$ cat src/rtl/vnu_pkg.sv
package vnu_pkg;

    localparam int VNU_MSG_W = 5;
    localparam int VNU_WC    = 6;

    // Outcome of clamping a wide sum into a message word
    typedef enum logic [1:0] {
        CLAMP_NONE = 2'd0,
        CLAMP_POS  = 2'd1,
        CLAMP_NEG  = 2'd2
    } clamp_e;

    // Accumulator width: large enough for WC+1 full-scale terms
    function automatic int vnu_sum_w(input int msg_w, input int wc);
        return msg_w + $clog2(wc + 1);
    endfunction

    // Largest magnitude a sign-magnitude word of width w can carry
    function automatic int vnu_max_mag(input int w);
        return (1 << (w - 1)) - 1;
    endfunction

endpackage

$ cat src/rtl/vnu_sm2tc.sv
module vnu_sm2tc #(
    parameter int IN_W  = 5,
    parameter int OUT_W = 8
) (
    input  logic [IN_W-1:0]  sm_i,
    output logic [OUT_W-1:0] tc_o
);
    logic [OUT_W-1:0] mag_ext;

    assign mag_ext = {{(OUT_W - IN_W + 1){1'b0}}, sm_i[IN_W-2:0]};
    // Negating a zero magnitude yields zero, so a negative zero collapses
    assign tc_o    = sm_i[IN_W-1] ? (~mag_ext + 1'b1) : mag_ext;

endmodule

$ cat src/rtl/vnu_accum.sv
module vnu_accum #(
    parameter int W = 8,
    parameter int N = 7
) (
    input  logic [N-1:0][W-1:0] term_i,
    output logic [W-1:0]        sum_o
);
    always_comb begin
        sum_o = '0;
        for (int k = 0; k < N; k++) begin
            sum_o = sum_o + term_i[k];
        end
    end

endmodule

$ cat src/rtl/vnu_sat_tc2sm.sv
module vnu_sat_tc2sm
    import vnu_pkg::*;
#(
    parameter int IN_W  = 8,
    parameter int OUT_W = 5
) (
    input  logic [IN_W-1:0]  tc_i,
    output logic [OUT_W-1:0] sm_o
);
    localparam int                    MAX_MAG = vnu_max_mag(OUT_W);
    localparam logic signed [IN_W-1:0] LIM_P  = IN_W'(MAX_MAG);
    localparam logic signed [IN_W-1:0] LIM_N  = -LIM_P;

    clamp_e          kind;
    logic            neg;
    logic [IN_W-1:0] absv;
    logic            unused_hi;

    always_comb begin
        if ($signed(tc_i) > LIM_P)      kind = CLAMP_POS;
        else if ($signed(tc_i) < LIM_N) kind = CLAMP_NEG;
        else                            kind = CLAMP_NONE;
    end

    assign neg       = tc_i[IN_W-1];
    assign absv      = neg ? (~tc_i + 1'b1) : tc_i;
    assign unused_hi = ^absv[IN_W-1:OUT_W-1];

    always_comb begin
        unique case (kind)
            CLAMP_POS: sm_o = {1'b0, {(OUT_W-1){1'b1}}};
            CLAMP_NEG: sm_o = {1'b1, {(OUT_W-1){1'b1}}};
            default:   sm_o = {neg, absv[OUT_W-2:0]};
        endcase
    end

endmodule

$ cat src/rtl/vnu_core.sv
module vnu_core
    import vnu_pkg::*;
#(
    parameter int MSG_W = VNU_MSG_W,
    parameter int WC    = VNU_WC,
    localparam int SUM_W = vnu_sum_w(MSG_W, WC)
) (
    input  logic                clk,
    input  logic                rst,
    input  logic                in_valid,
    input  logic [MSG_W-1:0]    lambda_i,
    input  logic [WC*MSG_W-1:0] c2v_i,
    output logic                out_valid,
    output logic [WC*MSG_W-1:0] v2c_o,
    output logic [SUM_W-1:0]    post_o
);
    localparam int NTERM = WC + 1;

    // Term 0 is the channel value, terms 1..WC are the check messages
    logic [NTERM-1:0][SUM_W-1:0] term_tc;
    logic [SUM_W-1:0]            total;
    logic [WC-1:0][SUM_W-1:0]    extr_tc;
    logic [WC*MSG_W-1:0]         extr_sm;

    vnu_sm2tc #(.IN_W(MSG_W), .OUT_W(SUM_W)) u_cv_lam (
        .sm_i (lambda_i),
        .tc_o (term_tc[0])
    );

    for (genvar s = 0; s < WC; s++) begin : g_in
        vnu_sm2tc #(.IN_W(MSG_W), .OUT_W(SUM_W)) u_cv (
            .sm_i (c2v_i[s*MSG_W +: MSG_W]),
            .tc_o (term_tc[s+1])
        );
    end

    vnu_accum #(.W(SUM_W), .N(NTERM)) u_acc (
        .term_i (term_tc),
        .sum_o  (total)
    );

    for (genvar s = 0; s < WC; s++) begin : g_out
        assign extr_tc[s] = total - term_tc[s+1];
        vnu_sat_tc2sm #(.IN_W(SUM_W), .OUT_W(MSG_W)) u_sat (
            .tc_i (extr_tc[s]),
            .sm_o (extr_sm[s*MSG_W +: MSG_W])
        );
    end

    always_ff @(posedge clk) begin
        if (rst) begin
            out_valid <= 1'b0;
            v2c_o     <= '0;
            post_o    <= '0;
        end else begin
            out_valid <= in_valid;
            if (in_valid) begin
                v2c_o  <= extr_sm;
                post_o <= total;
            end
        end
    end

endmodule

$ cat config.mk
export PLATFORM = sky130hd
export DESIGN_NAME = vnu_core
export DESIGN_NICKNAME = d
export VERILOG_FILES = /design/src/rtl/vnu_pkg.sv /design/src/rtl/vnu_sm2tc.sv /design/src/rtl/vnu_accum.sv /design/src/rtl/vnu_sat_tc2sm.sv /design/src/rtl/vnu_core.sv
export SDC_FILE = /design/constraint.sdc
export NUM_CORES = 1
export LEC_CHECK = 0
export BUFFER_PORTS_ARGS = -buffer_cell sky130_fd_sc_hd__buf_4
export CAP_MARGIN = 25
export CORE_MARGIN = 1.5
export CORE_UTILIZATION = 55
export DETAILED_ROUTE_END_ITERATION = 10
export HOLD_SLACK_MARGIN = 0.08
export MAX_ROUTING_LAYER = met4
export PLACE_DENSITY = 0.77
export SLEW_MARGIN = 20
export SYNTH_ARGS = -nofsm -noshare
export SYNTH_HDL_FRONTEND = slang
export SYNTH_SLANG_ARGS = --single-unit
$ cat constraint.sdc
create_clock -name clk -period 7.3 [get_ports clk]
set_input_delay 0.73 -clock clk [delete_from_list [all_inputs] [get_ports clk]]
set_output_delay 0.73 -clock clk [all_outputs]
set_load 0.01 [all_outputs]
==> run metrics, run 1 <==
ANT cells 0; CTS Hold Bufs 0; Synth Area per Inst 8.39 µm²; most frequent cells in the layout inv_1 (101), buf_4 (88), ha_1 (74); WL final 13.3 mm; share of cells above drive strength 1 15.7%; number of routed nets with antenna violations 0; Initial Util 57.3%; detailed-route vias per instance 5.55; Layout fillers 838; max-cap viol count 0; CTS clk-pin slew, worst paths 0.07 ns; setup ws final 0.612 ns; Seq/Total Area, Yosys 14.5%; endpoints failing setup 0; Worst-Margin Slew 0.747 ns; post-CTS setup buffers 0; clock tree buffer depth 2; Post-DP HPWL 11.1 mm; Core Box Area 9370 µm²; worst slack at placement 0.315 ns; Worst EP required 7.46 ns; chip width 102 µm; clock tree from TritonCTS built; number of placed I/O pins 77; clock insertion delay at the later pin of the skew report 0.29 ns; grt total ovfl 0; vias in the first global route 4,696; Fin Setup TNS 0 ns; Util after Layout 66.5%; CP Launch Type primary input; crit share post-route 91.6%; Root Buffer clkbuf_8; Worst Clk Skew 0 ns; Primary FF master, synth dfxtp_1; syn_nets 787; Async SR Flop Fraction 0%; Final Hold Slack 0.488 ns; vias 4,730; post-CTS sizing 0; full die area 10,400 µm²; CP arrival 6.85 ns; gpl congestion 0.933; Syn-to-layout area delta 16.0%; Sink Count 39; # nets final 870; pin count of the biggest net entering global routing 59; FMAX 150 MHz; EDFF count, synth 0; htree depth 2; port buffer count 76; DR iter-0 viols 204; Worst setup EP type flop; Std-Cell Rows 35; cells after synthesis 640; WS Path Type in -> reg; HP Class reg -> reg; Period minus WS final 6.69 ns; status finished, final reports clean; #FFs+latches synth 39; CP max FO 7; initial antenna violation count 0; commonest non-fill, non-tap cell in the layout inv_1; Slew headroom 50.2%; first-pass GRT wire length 22.2 mm; DRC Markers 0; yosys warns 0; Distinct cells, synth 47; Synth Cell Area 5370 µm²; Die Y 102 µm; global router's overall resource usage 28.2%; Final Hold Fails 0; CTS buffer count 5; Routed WL per cell 15.6 µm; Slew Limit Fails 0; unrepaired setup endpoints after global routing false; DR pass1 iterations 5
## synthesized netlist by cell type, drive strengths merged, types with 7 or more instances
cell	number	area, µm²
inv	101	379
ha	74	926
nor2	59	221
xnor2	54	510
dfxtp	39	781
fa	35	701
nand2	33	124
a211oi	27	208
o21ai	26	130
a21oi	22	110
xor2	19	166
mux2i	18	180
nor2b	15	93.8
nand3	13	65.1
a31oi	10	62.6
nand2b	9	58.8
nor3	9	45.0
clkbuf	8	30.0
o41ai	7	68.8
## registers in the layout, summed over array words and instances (netlist names)
| signal | flops |
|---|---|
| out_valid | 1 |
| v2c_o | 30 |
| post_o | 8 |
## critical path, cell delays in order
cell and delay, ns:
buf_4 0.13, inv_1 0.05, ha_1 0.28, mux2i_1 0.47
fa_1 0.52, fa_1 0.50, fa_1 0.56, inv_1 0.05
ha_1 0.27, ha_1 0.24, fa_1 0.44, a211oi_1 0.32
o21a_1 0.50, buf_4 0.20, ha_1 0.26, a21oi_1 0.18
xnor2_1 0.11, or4b_2 0.67, mux2i_1 0.26, a211oi_1 0.11
## metrics by stage
| step | instances | cell area (µm²) |
|---|---|---|
| finish | 853 | 6230 |
| global route | 853 | 6230 |
| CTS | 853 | 6230 |
| detailed placement | 845 | 6150 |
| global placement | 845 | 6150 |
| floorplan | 640 | 5370 |
## cell families (layout without fill, tap and decap cells)
| kind of cell | count (synthesis) | after routing | synth area share (%) |
|---|---|---|---|
| AO/OA/AOI/OAI | 128 | 128 | 16.2 |
| XOR/XNOR | 75 | 75 | 13.5 |
| adder cells (fa/ha/maj) | 111 | 111 | 30.6 |
| multiplexers | 18 | 18 | 3.35 |
| flip-flops | 39 | 39 | 14.5 |
| AND/OR/NAND/NOR | 156 | 156 | 13.9 |
| buffers and inverters | 113 | 197 | 7.89 |
## per-layer routing
layer	up-vias	part of all wire, %	global-route usage, %
li1	2325	-	-
met5	-	0	-
met1	2232	45	35.6
met3	27	4.9	3.01
met4	0	2.6	9.48
met2	146	48	47.3
## layout make-up
type	instances	area [µm²]	share of cell area, %
Multi-Input combinational cell	488	4170	66.8
Inverter	101	379	6.08
Clock buffer	6	72.6	1.16
Tap cell	129	161	2.59
Sequential cell	39	781	12.5
Clock inverter	2	12.5	0.201
Timing Repair Buffer	88	661	10.6
## final timing paths
check	to	cells after the start	slack, ns	start
setup / recovery	v2c_o[15]	20	0.61	c2v_i[10]
hold / removal	v2c_o[17]	2	0.49	v2c_o[17]
setup reg to reg	v2c_o[11]	2	6.47	v2c_o[11]
hold reg to reg	v2c_o[17]	2	0.49	v2c_o[17]
Power of run 1 is left out: the tool's default activity adds up to more than one toggle a clock period on the data nets, which glitch-free logic cannot reach.
==> inputs of run 2 (changes only) <==
--- a/config.mk
+++ b/config.mk
@@ -13,6 +13,7 @@
 export HOLD_SLACK_MARGIN = 0.08
 export MAX_ROUTING_LAYER = met4
 export PLACE_DENSITY = 0.77
+export RECOVER_POWER = 25
 export SLEW_MARGIN = 20
 export SYNTH_ARGS = -nofsm -noshare
 export SYNTH_HDL_FRONTEND = slang
==> constraint.sdc (replaced) <==
create_clock -name clk -period 7.5 [get_ports clk]
set_input_delay 0.75 -clock clk [delete_from_list [all_inputs] [get_ports clk]]
set_output_delay 0.75 -clock clk [all_outputs]
set_load 0.01 [all_outputs]
==> run metrics, run 2 (synthesis results as in run 1) <==
status finished with violations (was finished, final reports clean); failing checks capacitance limit, slew limit; CTS Hold Bufs 0 (unchanged); Syn-to-layout area delta 14.7% (was 16.0%); grt total ovfl 0 (unchanged); CP arrival 7.01 ns (was 6.85 ns); reg2reg end v2c_o[11] (unchanged); Final Hold Fails 0 (unchanged); Layout fillers 870 (was 838); Period minus WS final 6.84 ns; Inst Count DP 841 (was 845); chip width 102 µm (unchanged); non-filler cells, final 849 (was 853); vias 4,663 (was 4,730); port buffer count 76 (unchanged); Worst EP required 7.67 ns (was 7.46 ns); met2 WL 6.20 mm (was 6.36 mm); Util after Layout 65.7% (was 66.5%); clock tree buffer depth 2 (unchanged); full die area 10,400 µm² (unchanged); reg2reg setup slack 6.62 ns (was 6.47 ns); Initial Util 57.3% (unchanged); Slew Limit Fails 59 (was 0); max-cap viol count 1 (was 0); Worst-Margin Slew 2.50 ns (was 0.747 ns); Reg2Reg Depth 2 (unchanged); Routed WL per cell 15.5 µm (was 15.6 µm); Die Y 102 µm (unchanged); FMAX 146 MHz; commonest non-fill, non-tap cell in the layout inv_1 (unchanged); Worst Clk Skew 0 ns (unchanged); DR pass1 iterations 4 (was 5); unrepaired setup endpoints after global routing false (unchanged); global router's overall resource usage 27.1% (was 28.2%); Finished Cell Area 6160 µm² (was 6230 µm²); pin count of the biggest net entering global routing 59 (unchanged); hold path depth 2 (unchanged); number of routed nets with antenna violations 0 (unchanged); clock insertion delay at the later pin of the skew report 0.30 ns (was 0.29 ns); Fin Setup TNS 0 ns (unchanged); biggest regs v2c_o: 30 flops, post_o: 8 flops, out_valid: 1 flops (unchanged); CP Launch Type primary input (unchanged); post-CTS sizing 0 (unchanged); endpoints failing setup 0 (unchanged); Worst setup EP type flop (unchanged); detailed-route vias per instance 5.49 (was 5.55); Post-DP HPWL 11.0 mm (was 11.1 mm); crit share post-route 91.3%; reg2reg start v2c_o[11] (unchanged); Sink Count 39 (unchanged); # nets final 866 (was 870); HP Class reg -> reg (unchanged); vias in the first global route 4,457 (was 4,696); ANT cells 0 (unchanged); first-pass GRT wire length 21.4 mm (was 22.2 mm); Post-DP Area 6120 µm² (was 6150 µm²); CTS clk-pin slew, worst paths 0.08 ns (was 0.07 ns); number of placed I/O pins 77 (unchanged); WS Path Type in -> reg (unchanged); WL final 13.2 mm (was 13.3 mm); DR iter-0 viols 203 (was 204); Slew headroom -66.9% (was 50.2%); M1 WL 6.04 mm (was 5.95 mm); gpl congestion 0.969 (was 0.933); Root Buffer clkbuf_8 (unchanged); max reg flops 30 (unchanged); htree depth 2 (unchanged); initial antenna violation count 0 (unchanged); Std-Cell Rows 35 (unchanged); DRC Markers 0 (unchanged); source of the worst hold timing path v2c_o[13] (was v2c_o[17]); clock tree from TritonCTS built (unchanged); Top reg by flops v2c_o (unchanged); post-CTS setup buffers 0 (unchanged); CTS buffer count 5 (unchanged); WL met3 563 µm (was 648 µm); CP max FO 13 (was 7); share of cells above drive strength 1 12.8% (was 15.7%); Core Box Area 9370 µm² (unchanged); Top Layer Used met4 (unchanged); most frequent cells in the layout inv_1 (101), ha_1 (74), buf_4 (65) (was inv_1 (101), buf_4 (88), ha_1 (74)); Min-Delay Endpoint v2c_o[13] (was v2c_o[17])
## run 2: cell types whose count changed in the layout (fill, tap and decap cells not counted), sizes merged
cell	delta
buf	-23
bufinv	+1
clkbuf	+18
clkinv	+1
clkinvlp	-1
## run 2: final cells by class
| class | instances | area (µm²) | share of cell area, % |
|---|---|---|---|
| clock buffer | 5 | 68.8 | 1.12 |
| clock inverter | 3 | 43.8 | 0.711 |
| inverter | 101 | 379 | 6.15 |
| multi-input combinational | 488 | 4170 | 67.6 |
| sequential | 39 | 781 | 12.7 |
| tap | 129 | 161 | 2.62 |
| timing repair buffer | 84 | 559 | 9.08 |
## run 2: worst max-delay path, cell delays in order
cell and delay (ns):
buf_4 0.13, inv_1 0.05, ha_1 0.20, nor2b_1 0.15
xnor2_1 0.20, fa_1 0.47, inv_1 0.10, fa_1 0.44
fa_1 0.54, inv_1 0.05, fa_1 0.53, inv_1 0.07
fa_1 1.00, ha_1 0.41, nor2b_1 0.15, o21ai_0 0.14
nand2b_1 0.10, a21o_1 0.18, a21oi_1 0.17, xnor2_1 0.11
or4b_2 0.67, mux2i_1 0.27, a211oi_1 0.12
## run 2: metal layers
layer	vias to the layer above	track usage [%]
met4	0	8.96
met2	130	43.8
met3	27	2.67
met1	2187	35.9
met5	-	-
li1	2319	-
## run 2: worst max path at each step
stage | from | end | slack [ns] | cells after the start
2_1_floorplan | lambda_i[2] | v2c_o[15] | 1.21 | 21
3_3_place_gp | c2v_i[15] | v2c_o[15] | 0.44 | 23
3_5_place_dp | c2v_i[10] | v2c_o[18] | 0.39 | 21
4_1_cts | c2v_i[20] | v2c_o[18] | 0.67 | 23
5_1_grt | c2v_i[10] | v2c_o[18] | 0.33 | 23
6_report | c2v_i[20] | v2c_o[18] | 0.66 | 23
## run 2: through the flow
step	hold WS [ns]	setup WS [ns]
floorplan	0.505	1.21
global placement	0.476	0.445
detailed placement	0.480	0.392
CTS	0.491	0.666
global route	0.503	0.335
finish	0.489	0.655
Power of run 2 is left out for the same reason.
